### src/rtl/rtc_pkg.sv
package rtc_pkg;
  localparam int unsigned ADDR_W = 4;
  localparam int unsigned NIB_W  = 4;
  localparam int unsigned NFLD   = 5;

  // two-digit fields, addresses 2*i (ones) and 2*i+1 (tens)
  localparam int unsigned F_SEC = 0;
  localparam int unsigned F_MIN = 1;
  localparam int unsigned F_DAY = 2;
  localparam int unsigned F_MON = 3;
  localparam int unsigned F_YR  = 4;

  localparam logic [ADDR_W-1:0] A_HR_O = 4'd10;
  localparam logic [ADDR_W-1:0] A_HR_T = 4'd11;
  localparam logic [ADDR_W-1:0] A_WDAY = 4'd12;
  localparam logic [ADDR_W-1:0] A_CTRL = 4'd15;

  function automatic logic [7:0] fld_first(int unsigned i);
    return (i == F_DAY || i == F_MON) ? 8'h01 : 8'h00;
  endfunction
endpackage

### src/rtl/rtc_bcd_step.sv
module rtc_bcd_step #(
  parameter logic [7:0] FIRST = 8'h00
) (
  input  logic [7:0] val_i,
  input  logic [7:0] last_i,
  input  logic       inc_i,
  output logic [7:0] nxt_o,
  output logic       at_last_o
);
  assign at_last_o = (val_i == last_i);

  always_comb begin
    nxt_o = val_i;
    if (inc_i) begin
      if (at_last_o)              nxt_o = FIRST;
      else if (val_i[3:0] == 4'h9) nxt_o = {val_i[7:4] + 4'h1, 4'h0};
      else                        nxt_o = val_i + 8'h01;
    end
  end
endmodule

### src/rtl/rtc_hour_step.sv
module rtc_hour_step (
  input  logic [7:0] hr_i,
  input  logic       pm_i,
  input  logic       mode24_i,
  input  logic       inc_i,
  output logic [7:0] hr_o,
  output logic       pm_o,
  output logic       day_o
);
  always_comb begin
    hr_o  = hr_i;
    pm_o  = pm_i;
    day_o = 1'b0;
    if (inc_i) begin
      if (mode24_i && hr_i == 8'h23) begin
        hr_o  = 8'h00;
        day_o = 1'b1;
      end else if (!mode24_i && hr_i == 8'h11) begin
        hr_o  = 8'h12;
        pm_o  = ~pm_i;
        day_o = pm_i;
      end else if (!mode24_i && hr_i == 8'h12) begin
        hr_o  = 8'h01;
      end else if (hr_i[3:0] == 4'h9) begin
        hr_o  = {hr_i[7:4] + 4'h1, 4'h0};
      end else begin
        hr_o  = hr_i + 8'h01;
      end
    end
  end
endmodule

### src/rtl/rtc_month_len.sv
module rtc_month_len (
  input  logic [7:0] mon_i,
  input  logic [7:0] yr_i,
  output logic [7:0] last_day_o
);
  logic leap;

  // 10t+o divisible by 4 <=> 2t+o divisible by 4
  always_comb begin
    if (yr_i[4]) leap = (yr_i[3:0] == 4'h2) || (yr_i[3:0] == 4'h6);
    else         leap = (yr_i[3:0] == 4'h0) || (yr_i[3:0] == 4'h4) || (yr_i[3:0] == 4'h8);
  end

  always_comb begin
    case (mon_i)
      8'h02:                      last_day_o = leap ? 8'h29 : 8'h28;
      8'h04, 8'h06, 8'h09, 8'h11: last_day_o = 8'h30;
      default:                    last_day_o = 8'h31;
    endcase
  end
endmodule

### src/rtl/rtc_halt_mon.sv
module rtc_halt_mon #(
  parameter int unsigned TIMEOUT_CYC = 200_000_000
) (
  input  logic clk_i,
  input  logic rst_ni,
  input  logic tick_i,
  input  logic clr_i,
  output logic halt_o
);
  localparam int unsigned CW = $clog2(TIMEOUT_CYC + 1);
  localparam logic [CW-1:0] LIM = CW'(TIMEOUT_CYC - 1);

  logic [CW-1:0] cnt_q;

  always_ff @(posedge clk_i or negedge rst_ni) begin
    if (!rst_ni) begin
      cnt_q  <= '0;
      halt_o <= 1'b1;
    end else begin
      if (tick_i || clr_i)  cnt_q <= '0;
      else if (cnt_q != LIM) cnt_q <= cnt_q + 1'b1;
      if (clr_i)                         halt_o <= 1'b0;
      else if (!tick_i && cnt_q == LIM)  halt_o <= 1'b1;
    end
  end
endmodule

### src/rtl/rtc_bcd_core.sv
module rtc_bcd_core
  import rtc_pkg::*;
#(
  parameter int unsigned TIMEOUT_CYC = 200_000_000
) (
  input  logic              clk_i,
  input  logic              rst_ni,
  input  logic              tick_i,
  input  logic              adj_i,
  input  logic              wr_en_i,
  input  logic [ADDR_W-1:0] wr_addr_i,
  input  logic [NIB_W-1:0]  wr_data_i,
  input  logic [ADDR_W-1:0] rd_addr_i,
  output logic [NIB_W-1:0]  rd_data_o,
  output logic              halt_o
);
  logic [7:0]      fld_q   [NFLD];
  logic [7:0]      fld_nxt [NFLD];
  logic [7:0]      last_v  [NFLD];
  logic [NFLD-1:0] at_last;
  logic [NFLD-1:0] inc_v;
  logic [7:0]      hr_q, hr_nxt, mlen;
  logic            pm_q, pm_nxt, day_carry, mode24_q;
  logic [2:0]      wday_q;
  logic            adv, adj_go, adj_carry, halt_clr;
  logic            unused_yr_wrap;

  assign adv       = tick_i & ~adj_i & ~wr_en_i;
  assign adj_go    = adj_i & ~wr_en_i;
  assign adj_carry = adj_go & (fld_q[F_SEC] >= 8'h30);
  assign halt_clr  = wr_en_i && wr_addr_i == A_CTRL && !wr_data_i[1];
  assign unused_yr_wrap = at_last[F_YR];

  assign last_v[F_SEC] = 8'h59;
  assign last_v[F_MIN] = 8'h59;
  assign last_v[F_DAY] = mlen;
  assign last_v[F_MON] = 8'h12;
  assign last_v[F_YR]  = 8'h99;

  assign inc_v[F_SEC] = adv;
  assign inc_v[F_MIN] = (adv & at_last[F_SEC]) | adj_carry;
  assign inc_v[F_DAY] = day_carry;
  assign inc_v[F_MON] = day_carry & at_last[F_DAY];
  assign inc_v[F_YR]  = day_carry & at_last[F_DAY] & at_last[F_MON];

  for (genvar i = 0; i < NFLD; i++) begin : g_fld
    rtc_bcd_step #(.FIRST(fld_first(i))) i_step (
      .val_i    (fld_q[i]),
      .last_i   (last_v[i]),
      .inc_i    (inc_v[i]),
      .nxt_o    (fld_nxt[i]),
      .at_last_o(at_last[i])
    );
  end

  rtc_hour_step i_hour (
    .hr_i    (hr_q),
    .pm_i    (pm_q),
    .mode24_i(mode24_q),
    .inc_i   (inc_v[F_MIN] & at_last[F_MIN]),
    .hr_o    (hr_nxt),
    .pm_o    (pm_nxt),
    .day_o   (day_carry)
  );

  rtc_month_len i_mlen (
    .mon_i     (fld_q[F_MON]),
    .yr_i      (fld_q[F_YR]),
    .last_day_o(mlen)
  );

  rtc_halt_mon #(.TIMEOUT_CYC(TIMEOUT_CYC)) i_halt (
    .clk_i (clk_i),
    .rst_ni(rst_ni),
    .tick_i(tick_i),
    .clr_i (halt_clr),
    .halt_o(halt_o)
  );

  always_ff @(posedge clk_i or negedge rst_ni) begin
    if (!rst_ni) begin
      for (int i = 0; i < NFLD; i++) fld_q[i] <= fld_first(i);
      hr_q     <= 8'h00;
      pm_q     <= 1'b0;
      wday_q   <= 3'd0;
      mode24_q <= 1'b1;
    end else begin
      for (int i = 0; i < NFLD; i++) fld_q[i] <= fld_nxt[i];
      hr_q <= hr_nxt;
      pm_q <= pm_nxt;
      if (day_carry) wday_q <= (wday_q == 3'd6) ? 3'd0 : wday_q + 3'd1;
      if (adj_go) fld_q[F_SEC] <= 8'h00;
      if (wr_en_i) begin
        for (int i = 0; i < NFLD; i++) begin
          if (wr_addr_i == ADDR_W'(2 * i))     fld_q[i][3:0] <= wr_data_i;
          if (wr_addr_i == ADDR_W'(2 * i + 1)) fld_q[i][7:4] <= wr_data_i;
        end
        case (wr_addr_i)
          A_HR_O: hr_q[3:0] <= wr_data_i;
          A_HR_T: begin
            hr_q[7:4] <= {2'b00, wr_data_i[1:0]};
            pm_q      <= wr_data_i[2];
          end
          A_WDAY: wday_q   <= wr_data_i[2:0];
          A_CTRL: mode24_q <= wr_data_i[0];
          default: ;
        endcase
      end
    end
  end

  always_comb begin
    rd_data_o = '0;
    for (int i = 0; i < NFLD; i++) begin
      if (rd_addr_i == ADDR_W'(2 * i))     rd_data_o = fld_q[i][3:0];
      if (rd_addr_i == ADDR_W'(2 * i + 1)) rd_data_o = fld_q[i][7:4];
    end
    case (rd_addr_i)
      A_HR_O:  rd_data_o = hr_q[3:0];
      A_HR_T:  rd_data_o = {1'b0, pm_q, hr_q[5:4]};
      A_WDAY:  rd_data_o = {1'b0, wday_q};
      A_CTRL:  rd_data_o = {2'b00, halt_o, mode24_q};
      default: ;
    endcase
  end
endmodule

### config.mk
export PLATFORM = sky130hd
export DESIGN_NAME = rtc_bcd_core
export DESIGN_NICKNAME = d
export VERILOG_FILES = /design/src/rtl/rtc_pkg.sv /design/src/rtl/rtc_bcd_step.sv /design/src/rtl/rtc_hour_step.sv /design/src/rtl/rtc_month_len.sv /design/src/rtl/rtc_halt_mon.sv /design/src/rtl/rtc_bcd_core.sv
export SDC_FILE = /design/constraint.sdc
export NUM_CORES = 1
export LEC_CHECK = 0
export CAP_MARGIN = 30
export CELL_PAD_IN_SITES_DETAIL_PLACEMENT = 0
export CELL_PAD_IN_SITES_GLOBAL_PLACEMENT = 2
export CORE_UTILIZATION = 36
export DETAILED_ROUTE_END_ITERATION = 16
export DONT_BUFFER_PORTS = 1
export GPL_TIMING_DRIVEN = 1
export PLACE_DENSITY = 0.86
export SLEW_MARGIN = 20
export SYNTH_ARGS = -nofsm -noshare
export SYNTH_HDL_FRONTEND = slang
export SYNTH_SLANG_ARGS = --single-unit
### constraint.sdc
create_clock -name clk_i -period 2.5 [get_ports clk_i]
set_input_delay 0.5 -clock clk_i [delete_from_list [all_inputs] [get_ports clk_i]]
set_output_delay 0.5 -clock clk_i [all_outputs]
set_load 0.02 [all_outputs]
==> flow_summary.yaml <==
synth:
  synth_top_area_share: 0.325
  synth_cell_types: 73
  syn_area_um2: 6000
  syn_inst: 731
  yosysWarnings: 0
  syn_avg_cell_area_um2: 8.20
  synth.net_count: 770
  ys_seq_area_frac: 0.343
  synth.area.top_cells: "dfrtp_1 (33%), nand2_1 (5.8%), nor2_1 (5.1%)"
  yosysTopAreaCell: "dfrtp_1"
  synth-seq-cells: 82
  synth_edf_count: 0
  synthArstFlopShare: 1.00
  synth_ff_type: "dfrtp_1"
die:
  die_h_um: 131
  row_count: 46
  design.die.area_um2: 17200
  start_util: 0.373
  ioPinCount: 22
  coreArea_um2: 16100
  die_x_um: 131
final_layout:
  drive_gt1_frac: 0.186
  antenna_cells: 0
  num-nets-final: 817
  syn_to_final_growth_pct: 20.4
  final_common_cell: "nand2_1"
  fin_cells: 999
  mostFrequentLayoutCells: "nand2_1 (88), nor2_1 (81), dfrtp_1 (74)"
  fillCellCount: 1582
pwr:
  p_total_w: 0.00452
  power_density_nw_per_um2: 625
  leakage_nw: 2.88
  ir_drop_uv: 356
grt:
  grt_pass1_wl_mm: 29.1
  grt_usage: 0.224
  grt_pass1_vias: 5476
  grt.overflow.total: 0
  grt_max_degree: 81
  antenna_found_initial: 0
clock_network:
  numClockSinks: 82
  htree_levels: 3
  cts_tree: "done"
  root_buffer: "clkbuf_16"
  clock_latency_ns: 0.36
  cts_made_buffers: 9
  clock_path_buffers: 2
  clkTransAtPathRegs_ns: 0.07
timing:
  tightest_slew_ns: 0.672
  slew_violations: 0
  period_share: 1.04
  fin_crit_ns: 2.61
  fmax_mhz: 383
  setup-tns-final_ns: -0.109
  whs_ns: 0.0279
  rsz0062_at_grt: "true"
  clock_skew_ns: 0.0138
  setup_slack_ns: -0.109
  hold_viol: 0
  setup_viol: 1
  relSlewSlack: 0.551
detailed_routing:
  totalWireLength_mm: 18.2
  detail-route-antenna-nets: 0
  dr_total_vias: 5736
  drt_iter0_drc: 408
  vias_per_cell: 5.74
  drc: 0
  wl_per_cell_um: 18.2
  firstDrtPassIters: 5
place:
  gp_congestion: 0.874
  port_buffers: 0
  dp_cells: 959
  dpl.hpwl_mm: 12.8
worst_setup_path:
  r2r_start: "fld_q[10]$_DFF_PN0_"
  endpoint_kind: "output pin"
  arrival_ns: 2.11
  criticalPathCategory: "reg2out"
  crit_required_ns: 2.00
  rr_endpoint: "fld_q[1]$_DFF_PN0_"
  crit_start: "fld_q[34]$_DFF_PN0_"
  start_kind: "flip-flop"
  reg2reg_slack_ns: 0.01
  rr_worst_depth: 8
  crit_end: "rd_data_o[2]"
  cp_max_fo: 2
run:
  cap_violations: 0
status:
  violations: "setup timing"
  outcome: "finished, violations left"
hold_path:
  min_path_type: "in2async"
-- what timing repair did --
action                                  in CTS  in global routing
hold endpoints to repair                    80                  0
pin swaps                                    7                 40
buffers inserted                             9                 13
hold buffers                                 2                  0
endpoints found under the setup margin       4                 26
resized for setup                            7                 47
gates cloned                                 0                  1
-- metrics by stage --
stage	area, µm²	utilization	setup WS [ns]
finish	7220	0.450	-0.109
global route	7220	0.450	-0.186
CTS	6920	0.431	-0.182
detailed placement	6500	0.405	-0.00964
global placement	6500	0.405	0.111
floorplan	6000	-	0.0330
-- area by class of cell --
class / instances / area, µm² / area share
tap: 216 / 270 / 0.0374
multi-input combinational: 584 / 3860 / 0.535
inverter: 29 / 109 / 0.0151
clock inverter: 7 / 63.8 / 0.00883
sequential: 82 / 2060 / 0.285
clock buffer: 9 / 225 / 0.0312
timing repair buffer: 72 / 628 / 0.0870
-- routing by layer --
metal | GRT usage | routed length (µm) | share of wire | vias to the layer above
met5 | 0 | 0 | 0 | -
met2 | 0.354 | 8410 | 0.46 | 175
met1 | 0.292 | 8010 | 0.44 | 2781
li1 | - | - | - | 2730
met4 | 0.123 | 737 | 0.041 | 0
met3 | 0.0386 | 1020 | 0.056 | 50
-- cells in the mapped netlist (all sizes together) (17+ instances only) --
cell	n
nor2	82
o21ai	45
nand3	30
dfrtp	78
a21oi	57
xnor2	22
nand2	92
inv	29
xor2	24
ha	22
nor3	20
clkbuf	24
a31oi	17
-- logic make-up (layout without fill, tap and decap cells) --
logic type      count (synthesis)  after routing  share of synthesized area
simple gates                  307            307                      0.250
flops                          82             82                      0.343
compound gates                191            192                      0.207
buf+inv                        66            117                     0.0446
mux                            17             17                     0.0415
xor+xnor                       46             46                     0.0672
fa+ha+maj                      22             22                     0.0459
-- where the power goes --
group | total, W | internal [W] | leakage (nW) | switching [W]
logic | 0.00146 | 0.000656 | 1.71 | 0.000804
clock network | 0.00131 | 0.000691 | 0.139 | 0.000617
registers | 0.00175 | 0.00152 | 1.03 | 0.000230
total | 0.00452 | 0.00287 | 2.88 | 0.00165
-- worst min path at each step --
| stage | to | cells past startpoint |
|---|---|---|
| floorplan | fld_q[0]$_DFF_PN0_ | 0 |
| global placement | hr_q[7]$_DFF_PN0_ | 0 |
| detailed placement | fld_q[28]$_DFF_PN0_ | 0 |
| CTS | fld_q[28]$_DFF_PN0_ | 1 |
| global route | fld_q[29]$_DFF_PN0_ | 1 |
| finish | fld_q[28]$_DFF_PN0_ | 1 |
-- worst max-delay path, cell delays in order (launching register included) --
cell and delay (ns):
dfrtp_2 0.43, mux4_2 0.51, a21oi_2 0.14, a21oi_1 0.05
nor2_1 0.09, a211oi_1 0.05, a311oi_1 0.29, o22ai_2 0.19
-- state kept, by name (all words and copies together) (netlist names) --
| name | cells |
|---|---|
| wday_q | 3 |
| pm_q | 1 |
| i_halt.halt_o | 1 |
| fld_q | 40 |
| i_halt.cnt_q | 28 |
| mode24_q | 1 |
| hr_q | 8 |
(Power assumes the default switching activity.)
